--- config.mk ---
export PLATFORM = sky130hd
export DESIGN_NAME = rx_addr_filter
export DESIGN_NICKNAME = d
export VERILOG_FILES = /design/src/rtl/raf_pkg.sv /design/src/rtl/raf_if_regs.sv /design/src/rtl/raf_match.sv /design/src/rtl/raf_rst_pulse.sv /design/src/rtl/rx_addr_filter.sv
export SDC_FILE = /design/constraint.sdc
export NUM_CORES = 1
export LEC_CHECK = 0
export BUFFER_PORTS_ARGS = -buffer_cell sky130_fd_sc_hd__buf_2
export CORE_UTILIZATION = 30
export CTS_CLUSTER_DIAMETER = 80
export DETAILED_ROUTE_END_ITERATION = 6
export PLACE_DENSITY_LB_ADDON = 0.2
export SYNTH_ARGS = -nofsm -noshare
export SYNTH_HDL_FRONTEND = slang
export SYNTH_SLANG_ARGS = --single-unit
export TNS_END_PERCENT = 1
--- constraint.sdc ---
create_clock -name clk -period 5.6 [get_ports clk]
set_clock_uncertainty 0.05 [all_clocks]
set_input_delay 0 -clock clk [delete_from_list [all_inputs] [get_ports clk]]
set_output_delay 0 -clock clk [all_outputs]
set_load 0.02 [all_outputs]
--- src/rtl/raf_pkg.sv ---
// Package: shared types for the receive address filter.
// Assumes octet 0 of a MAC address occupies bits [47:40].
package raf_pkg;
    localparam int MAC_AW = 48;

    typedef enum logic [1:0] {
        OP_CTRL   = 2'd0,
        OP_UCAST  = 2'd1,
        OP_MC_SET = 2'd2,
        OP_MC_CLR = 2'd3
    } raf_op_e;

    // Control bit positions within wr_data for OP_CTRL
    localparam int CTL_RST  = 0;
    localparam int CTL_MREJ = 1;
    localparam int CTL_BREJ = 2;
    localparam int CTL_PROM = 3;

    typedef struct packed {
        logic promisc;
        logic bc_rej;
        logic mc_rej;
    } raf_ctrl_t;
endpackage

--- src/rtl/raf_if_regs.sv ---
// Module: per-interface filter state (control bits, unicast address,
// multicast table with valid bits). Assumes wr_hit qualifies the write
// for this interface only. The reset-request bit is not stored here.
module raf_if_regs #(
    parameter int AW    = 48,
    parameter int DEPTH = 4,
    parameter int IDX_W = 2
) (
    input  logic                      clk,
    input  logic                      rst_n,
    input  logic                      wr_hit,
    input  raf_pkg::raf_op_e          wr_op,
    input  logic [IDX_W-1:0]          wr_idx,
    input  logic [AW-1:0]             wr_data,
    output raf_pkg::raf_ctrl_t        ctrl,
    output logic [AW-1:0]             ucast,
    output logic [DEPTH-1:0][AW-1:0]  mc_addr,
    output logic [DEPTH-1:0]          mc_vld
);
    import raf_pkg::*;

    // Control bits and unicast address update
    always_ff @(posedge clk) begin
        if (!rst_n) begin
            ctrl  <= '0;
            ucast <= '0;
        end else if (wr_hit) begin
            if (wr_op == OP_CTRL) begin
                ctrl.mc_rej  <= wr_data[CTL_MREJ];
                ctrl.bc_rej  <= wr_data[CTL_BREJ];
                ctrl.promisc <= wr_data[CTL_PROM];
            end
            if (wr_op == OP_UCAST) ucast <= wr_data;
        end
    end

    for (genvar e = 0; e < DEPTH; e++) begin : g_ent
        logic sel;
        assign sel = wr_hit && (wr_idx == IDX_W'(e));

        // Table entry write sets valid, clear drops valid but keeps data
        always_ff @(posedge clk) begin
            if (!rst_n) begin
                mc_addr[e] <= '0;
                mc_vld[e]  <= 1'b0;
            end else if (sel && wr_op == OP_MC_SET) begin
                mc_addr[e] <= wr_data;
                mc_vld[e]  <= 1'b1;
            end else if (sel && wr_op == OP_MC_CLR) begin
                mc_vld[e]  <= 1'b0;
            end
        end
    end
endmodule

--- src/rtl/raf_match.sv ---
// Module: combinational accept decision for one interface.
// Assumes the all-ones address is broadcast only, never multicast.
// Reject bits take priority over the table and over promiscuous mode.
module raf_match #(
    parameter int AW    = 48,
    parameter int DEPTH = 4
) (
    input  logic [AW-1:0]             addr,
    input  raf_pkg::raf_ctrl_t        ctrl,
    input  logic [AW-1:0]             ucast,
    input  logic [DEPTH-1:0][AW-1:0]  mc_addr,
    input  logic [DEPTH-1:0]          mc_vld,
    output logic                      accept
);
    localparam int GRP_BIT = AW - 8;

    logic             is_bc;
    logic             is_mc;
    logic [DEPTH-1:0] ent_hit;

    assign is_bc = &addr;
    assign is_mc = addr[GRP_BIT] && !is_bc;

    for (genvar e = 0; e < DEPTH; e++) begin : g_cmp
        assign ent_hit[e] = mc_vld[e] && (mc_addr[e] == addr);
    end

    // Classify the destination and apply the matching policy
    always_comb begin
        if (is_bc)      accept = !ctrl.bc_rej;
        else if (is_mc) accept = !ctrl.mc_rej && (ctrl.promisc || (|ent_hit));
        else            accept = ctrl.promisc || (addr == ucast);
    end
endmodule

--- src/rtl/raf_rst_pulse.sv ---
// Module: self-timed reset pulse generator. A request loads the counter;
// busy stays high for CYCLES cycles. A new request restarts the count.
module raf_rst_pulse #(
    parameter int CYCLES = 8
) (
    input  logic clk,
    input  logic rst_n,
    input  logic req,
    output logic busy
);
    localparam int CNT_W = $clog2(CYCLES + 1);

    logic [CNT_W-1:0] cnt;

    // Load on request, count down to zero otherwise
    always_ff @(posedge clk) begin
        if (!rst_n)             cnt <= '0;
        else if (req)           cnt <= CNT_W'(CYCLES);
        else if (cnt != '0)     cnt <= cnt - 1'b1;
    end

    assign busy = (cnt != '0);
endmodule

--- src/rtl/rx_addr_filter.sv ---
// Module: two-interface Ethernet receive destination address filter.
// Assumes one address strobe per cycle at most; the decision is registered
// and tagged with the interface. A reset request from either interface
// drives the shared MAC reset pulse and forces drops while it lasts.
module rx_addr_filter #(
    parameter int AW         = 48,
    parameter int MC_DEPTH   = 4,
    parameter int RST_CYCLES = 8,
    localparam int IDX_W     = $clog2(MC_DEPTH)
) (
    input  logic             clk,
    input  logic             rst_n,
    input  logic             wr_en_i,
    input  logic             wr_if_i,
    input  logic [1:0]       wr_op_i,
    input  logic [IDX_W-1:0] wr_idx_i,
    input  logic [AW-1:0]    wr_data_i,
    input  logic             addr_valid_i,
    input  logic             addr_if_i,
    input  logic [AW-1:0]    addr_i,
    output logic             dec_valid_o,
    output logic             dec_accept_o,
    output logic             dec_if_o,
    output logic             mac_rst_o
);
    import raf_pkg::*;

    localparam int NUM_IF = 2;

    raf_op_e          wr_op;
    logic [NUM_IF-1:0] if_accept;
    logic [NUM_IF-1:0] mc_rej_vec;
    logic [NUM_IF-1:0] bc_rej_vec;
    logic             rst_req;

    assign wr_op   = raf_op_e'(wr_op_i);
    assign rst_req = wr_en_i && (wr_op == OP_CTRL) && wr_data_i[CTL_RST];

    for (genvar g = 0; g < NUM_IF; g++) begin : g_if
        raf_ctrl_t                   ctrl;
        logic [AW-1:0]               ucast;
        logic [MC_DEPTH-1:0][AW-1:0] mc_addr;
        logic [MC_DEPTH-1:0]         mc_vld;
        logic                        wr_hit;

        assign wr_hit        = wr_en_i && (wr_if_i == 1'(g));
        assign mc_rej_vec[g] = ctrl.mc_rej;
        assign bc_rej_vec[g] = ctrl.bc_rej;

        raf_if_regs #(.AW(AW), .DEPTH(MC_DEPTH), .IDX_W(IDX_W)) u_regs (
            .clk     (clk),
            .rst_n   (rst_n),
            .wr_hit  (wr_hit),
            .wr_op   (wr_op),
            .wr_idx  (wr_idx_i),
            .wr_data (wr_data_i),
            .ctrl    (ctrl),
            .ucast   (ucast),
            .mc_addr (mc_addr),
            .mc_vld  (mc_vld)
        );

        raf_match #(.AW(AW), .DEPTH(MC_DEPTH)) u_match (
            .addr    (addr_i),
            .ctrl    (ctrl),
            .ucast   (ucast),
            .mc_addr (mc_addr),
            .mc_vld  (mc_vld),
            .accept  (if_accept[g])
        );
    end

    raf_rst_pulse #(.CYCLES(RST_CYCLES)) u_rst (
        .clk   (clk),
        .rst_n (rst_n),
        .req   (rst_req),
        .busy  (mac_rst_o)
    );

    // Register the decision for the selected interface
    always_ff @(posedge clk) begin
        if (!rst_n) begin
            dec_valid_o  <= 1'b0;
            dec_accept_o <= 1'b0;
            dec_if_o     <= 1'b0;
        end else begin
            dec_valid_o  <= addr_valid_i;
            dec_accept_o <= addr_valid_i && !mac_rst_o && if_accept[addr_if_i];
            dec_if_o     <= addr_if_i;
        end
    end
endmodule

==> flow_summary.toml <==
[status]
outcome = "finished, violations left"
failed_checks = "max-capacitance violations, max-slew violations"

[synthesis]
yosysTopAreaCellShare = 0.411
synth_nets = 3095
async_flop_share = 0
synthFlopType = "dfxtp_1"
synth-compound-area-share = 0.162
synth.area.mux_share = 0.00292
synth-edff-count = 0
yosysUniqueCellTypes = 50
yosys_warnings = 0
ys_seq_elements = 501
synthXorXnorAreaFrac = 0.167
synthCells = 2987
ys_top_cells_by_count = "nand2_1, dfxtp_1, a21boi_0"
synth.top_cells.by_area = "dfxtp_1, nand2_1, a21boi_0, xor2_1, xnor2_1"
synth_most_common_cell = "nand2_1"
seq_area_frac_synth = 0.411
yosysTopAreaCell = "dfxtp_1"
yosys.area_share.adder = 0.00103
synth_area_sq_um = 24400
synth_area_per_cell_sq_um = 8.17
yosys.area_share.simple = 0.207
synth_top_family_by_area = "simple AND/OR/NAND/NOR gates"

[worst_setup_path]
cpPeakStageDelay_ns = 1.06
path_cells = "xor2_1 -> nor4_1 -> nand4_1 -> o31ai_1 -> o2111a_1 -> o31ai_1 -> o21ai_1"
cp-end-kind = "register"
crit_type = "reg -> reg"
worstPathArrival_ns = 3.24
crit_fanout = 2
crit_path_frequent_cell = "o31ai_1"
startpoint_type = "register"
cp_top_family = "simple AND/OR/NAND/NOR gates"
critPathSlowestCell = "nor4_1"
required_ns = 6.11
crit_buf_inv = 0

[global_routing]
antenna_found_initial = 0
grt_use_met2 = 0.398
grtUsageTotal = 0.274
grt_use_met1 = 0.395
gr-usage-met3 = 0.0551
grt_pass1_vias = 19500
grt.overflow.total = 0
grt_pass1_wl_um = 159000
busiest_layer = "met2"
grt_max_degree = 245

[finish]
drive_gt1_frac = 0.0835
syn_to_final_growth_pct = 14.6
regArea_sq_um = 10000
fin_nets = 3101
stdcell_count = 4091
fillers = 8386
diodes = 0
multi_input_area_sq_um = 13300

[floorplan]
start_util = 0.303
core_sq_um = 80500
die_area_sq_um = 82500
rows = 104
die_h_um = 287
fp.dieW_um = 287
ios = 110

[route]
ant_nets = 0
viasPerCell = 5.22
wl_per_cell_um = 28.0
vias = 21400
dr.pass1.iters = 5
drt_iter0_markers = 2326
wirelength_um = 115000
drc = 0

[clock_tree]
clkSinkCount = 501
root_buffer = "clkbuf_16"
h-tree-depth = 2
clk_latency_ns = 0.64
clk_pin_slew_ns = 0.06
cts_buffer_depth = 3
numCtsBuffers = 56
tritoncts = "yes"
post-cts-setup-buffers = 0
cts_resized = 0

[place]
finalWeightedCongestion = 0.924
place_ws_ns = 2.87
port_buffers = 109
post-dp-hpwl_um = 72900
placed_cells = 3935

[timing]
hold_viol_final = 0
slew_violations = 61
rsz0062_at_grt = "false"
tns_ns = 0
fin_crit_ns = 2.73
worst_pin_slew_ns = 1.56
worst_slack_ns = 2.87
layout_worst_path_cycle_share = 0.488
slew_headroom = -0.0474
max_freq_mhz = 366
setup_viol = 0

[hold_path]
worstHoldPathType = "in -> reg"

[job]
maxCapViolations = 1

[pwr]
leakage_uw = 0.00992
powerDensity_nw_per_um2 = 299
peakVddDrop_v = 0.000248
-- through the flow --
| step | area (sq um) | hold slack [ns] | util | total power, uW |
|---|---|---|---|---|
| global route | 28000 | 0.156 | 0.347 | 8570 |
| finish | 28000 | 0.132 | 0.347 | 8350 |
| detailed placement | 25500 | 0.306 | 0.317 | 4590 |
| CTS | 28000 | 0.119 | 0.347 | 8370 |
| global placement | 25500 | 0.300 | 0.317 | 4600 |
| floorplan | 24400 | 0.0747 | - | 4200 |
-- flip-flops by register name, summed over array words and instances, names as in the netlist --
| register | flops |
|---|---|
| dec_if_o | 1 |
| dec_accept_o | 1 |
| g_if.u_regs.ucast | 96 |
| g_if.u_regs.ctrl | 6 |
| g_if.u_regs.mc_addr | 384 |
| dec_valid_o | 1 |
| u_rst.cnt | 4 |
| g_if.u_regs.mc_vld | 8 |
-- worst paths after layout --
path / startpoint / to / slack, ns / depth (start not counted)
setup reg to reg: g_if[0].u_regs.ucast[27]$_SDFFE_PN0P_ / dec_accept_o$_SDFF_PN0_ / 2.87 / 7
setup / recovery: g_if[0].u_regs.ucast[27]$_SDFFE_PN0P_ / dec_accept_o$_SDFF_PN0_ / 2.87 / 7
hold / removal: wr_op_i[0] / g_if[1].u_regs.mc_addr[87]$_SDFFE_PN0P_ / 0.13 / 4
hold reg to reg: g_if[1].u_regs.mc_addr[39]$_SDFFE_PN0P_ / g_if[1].u_regs.mc_addr[39]$_SDFFE_PN0P_ / 0.40 / 2
-- placed cells by master (no fill, tap or decap), types with 14 or more instances in the layout --
cell,count
dfxtp_1,501
buf_4,33
a21boi_1,104
xor2_1,320
nor2_1,21
clkbuf_1,16
inv_1,20
clkbuf_8,14
clkbuf_16,58
xnor2_1,137
dlygate4sd3_1,60
a21boi_0,384
nor4_1,85
nand3_1,14
nand2_1,978
nand4_1,60
buf_2,108
-- layout make-up --
class | instances | share of cell area
timing repair buffer | 203 | 0.0509
sequential | 501 | 0.359
clock buffer | 88 | 0.0609
multi-input combinational | 2210 | 0.475
tap | 1060 | 0.0474
inverter | 21 | 0.00282
clock inverter | 8 | 0.00385
-- what timing repair did --
| item | 4_1_cts | 5_1_grt |
|---|---|---|
| hold endpoints to repair | 496 | 0 |
| hold buffers | 60 | 0 |
| setup endpoints to repair | 0 | 0 |
-- worst min-delay path: stages --
cell,delay [ns]
buf_2,0.42
nor2_4,0.19
nand2_1,0.08
a21boi_1,0.05
-- layer usage --
layer / wire length (um) / share of wire / vias up
met5: 0 / 0 / -
met4: 4450 / 0.039 / 0
met3: 10800 / 0.094 / 182
met2: 47800 / 0.42 / 1042
met1: 51600 / 0.45 / 10500
li1: - / - / 9700
-- logic make-up (layout without fill, tap and decap cells) --
logic type / count (synthesis) / after routing
simple gates: 1215 / 1215
buf+inv: 276 / 320
compound gates: 525 / 525
xor+xnor: 461 / 461
fa+ha+maj: 2 / 2
flops: 501 / 501
mux: 7 / 7
-- power breakdown --
group	internal [uW]	leakage (uW)	total, uW	switching (uW)
Clock	2160	0.000891	3780	1610
Sequential	3610	0.00404	3650	36.6
Combinational	274	0.00499	925	651
Total	6050	0.00992	8350	2300
Note: power is estimated with default switching activity, not from simulation.
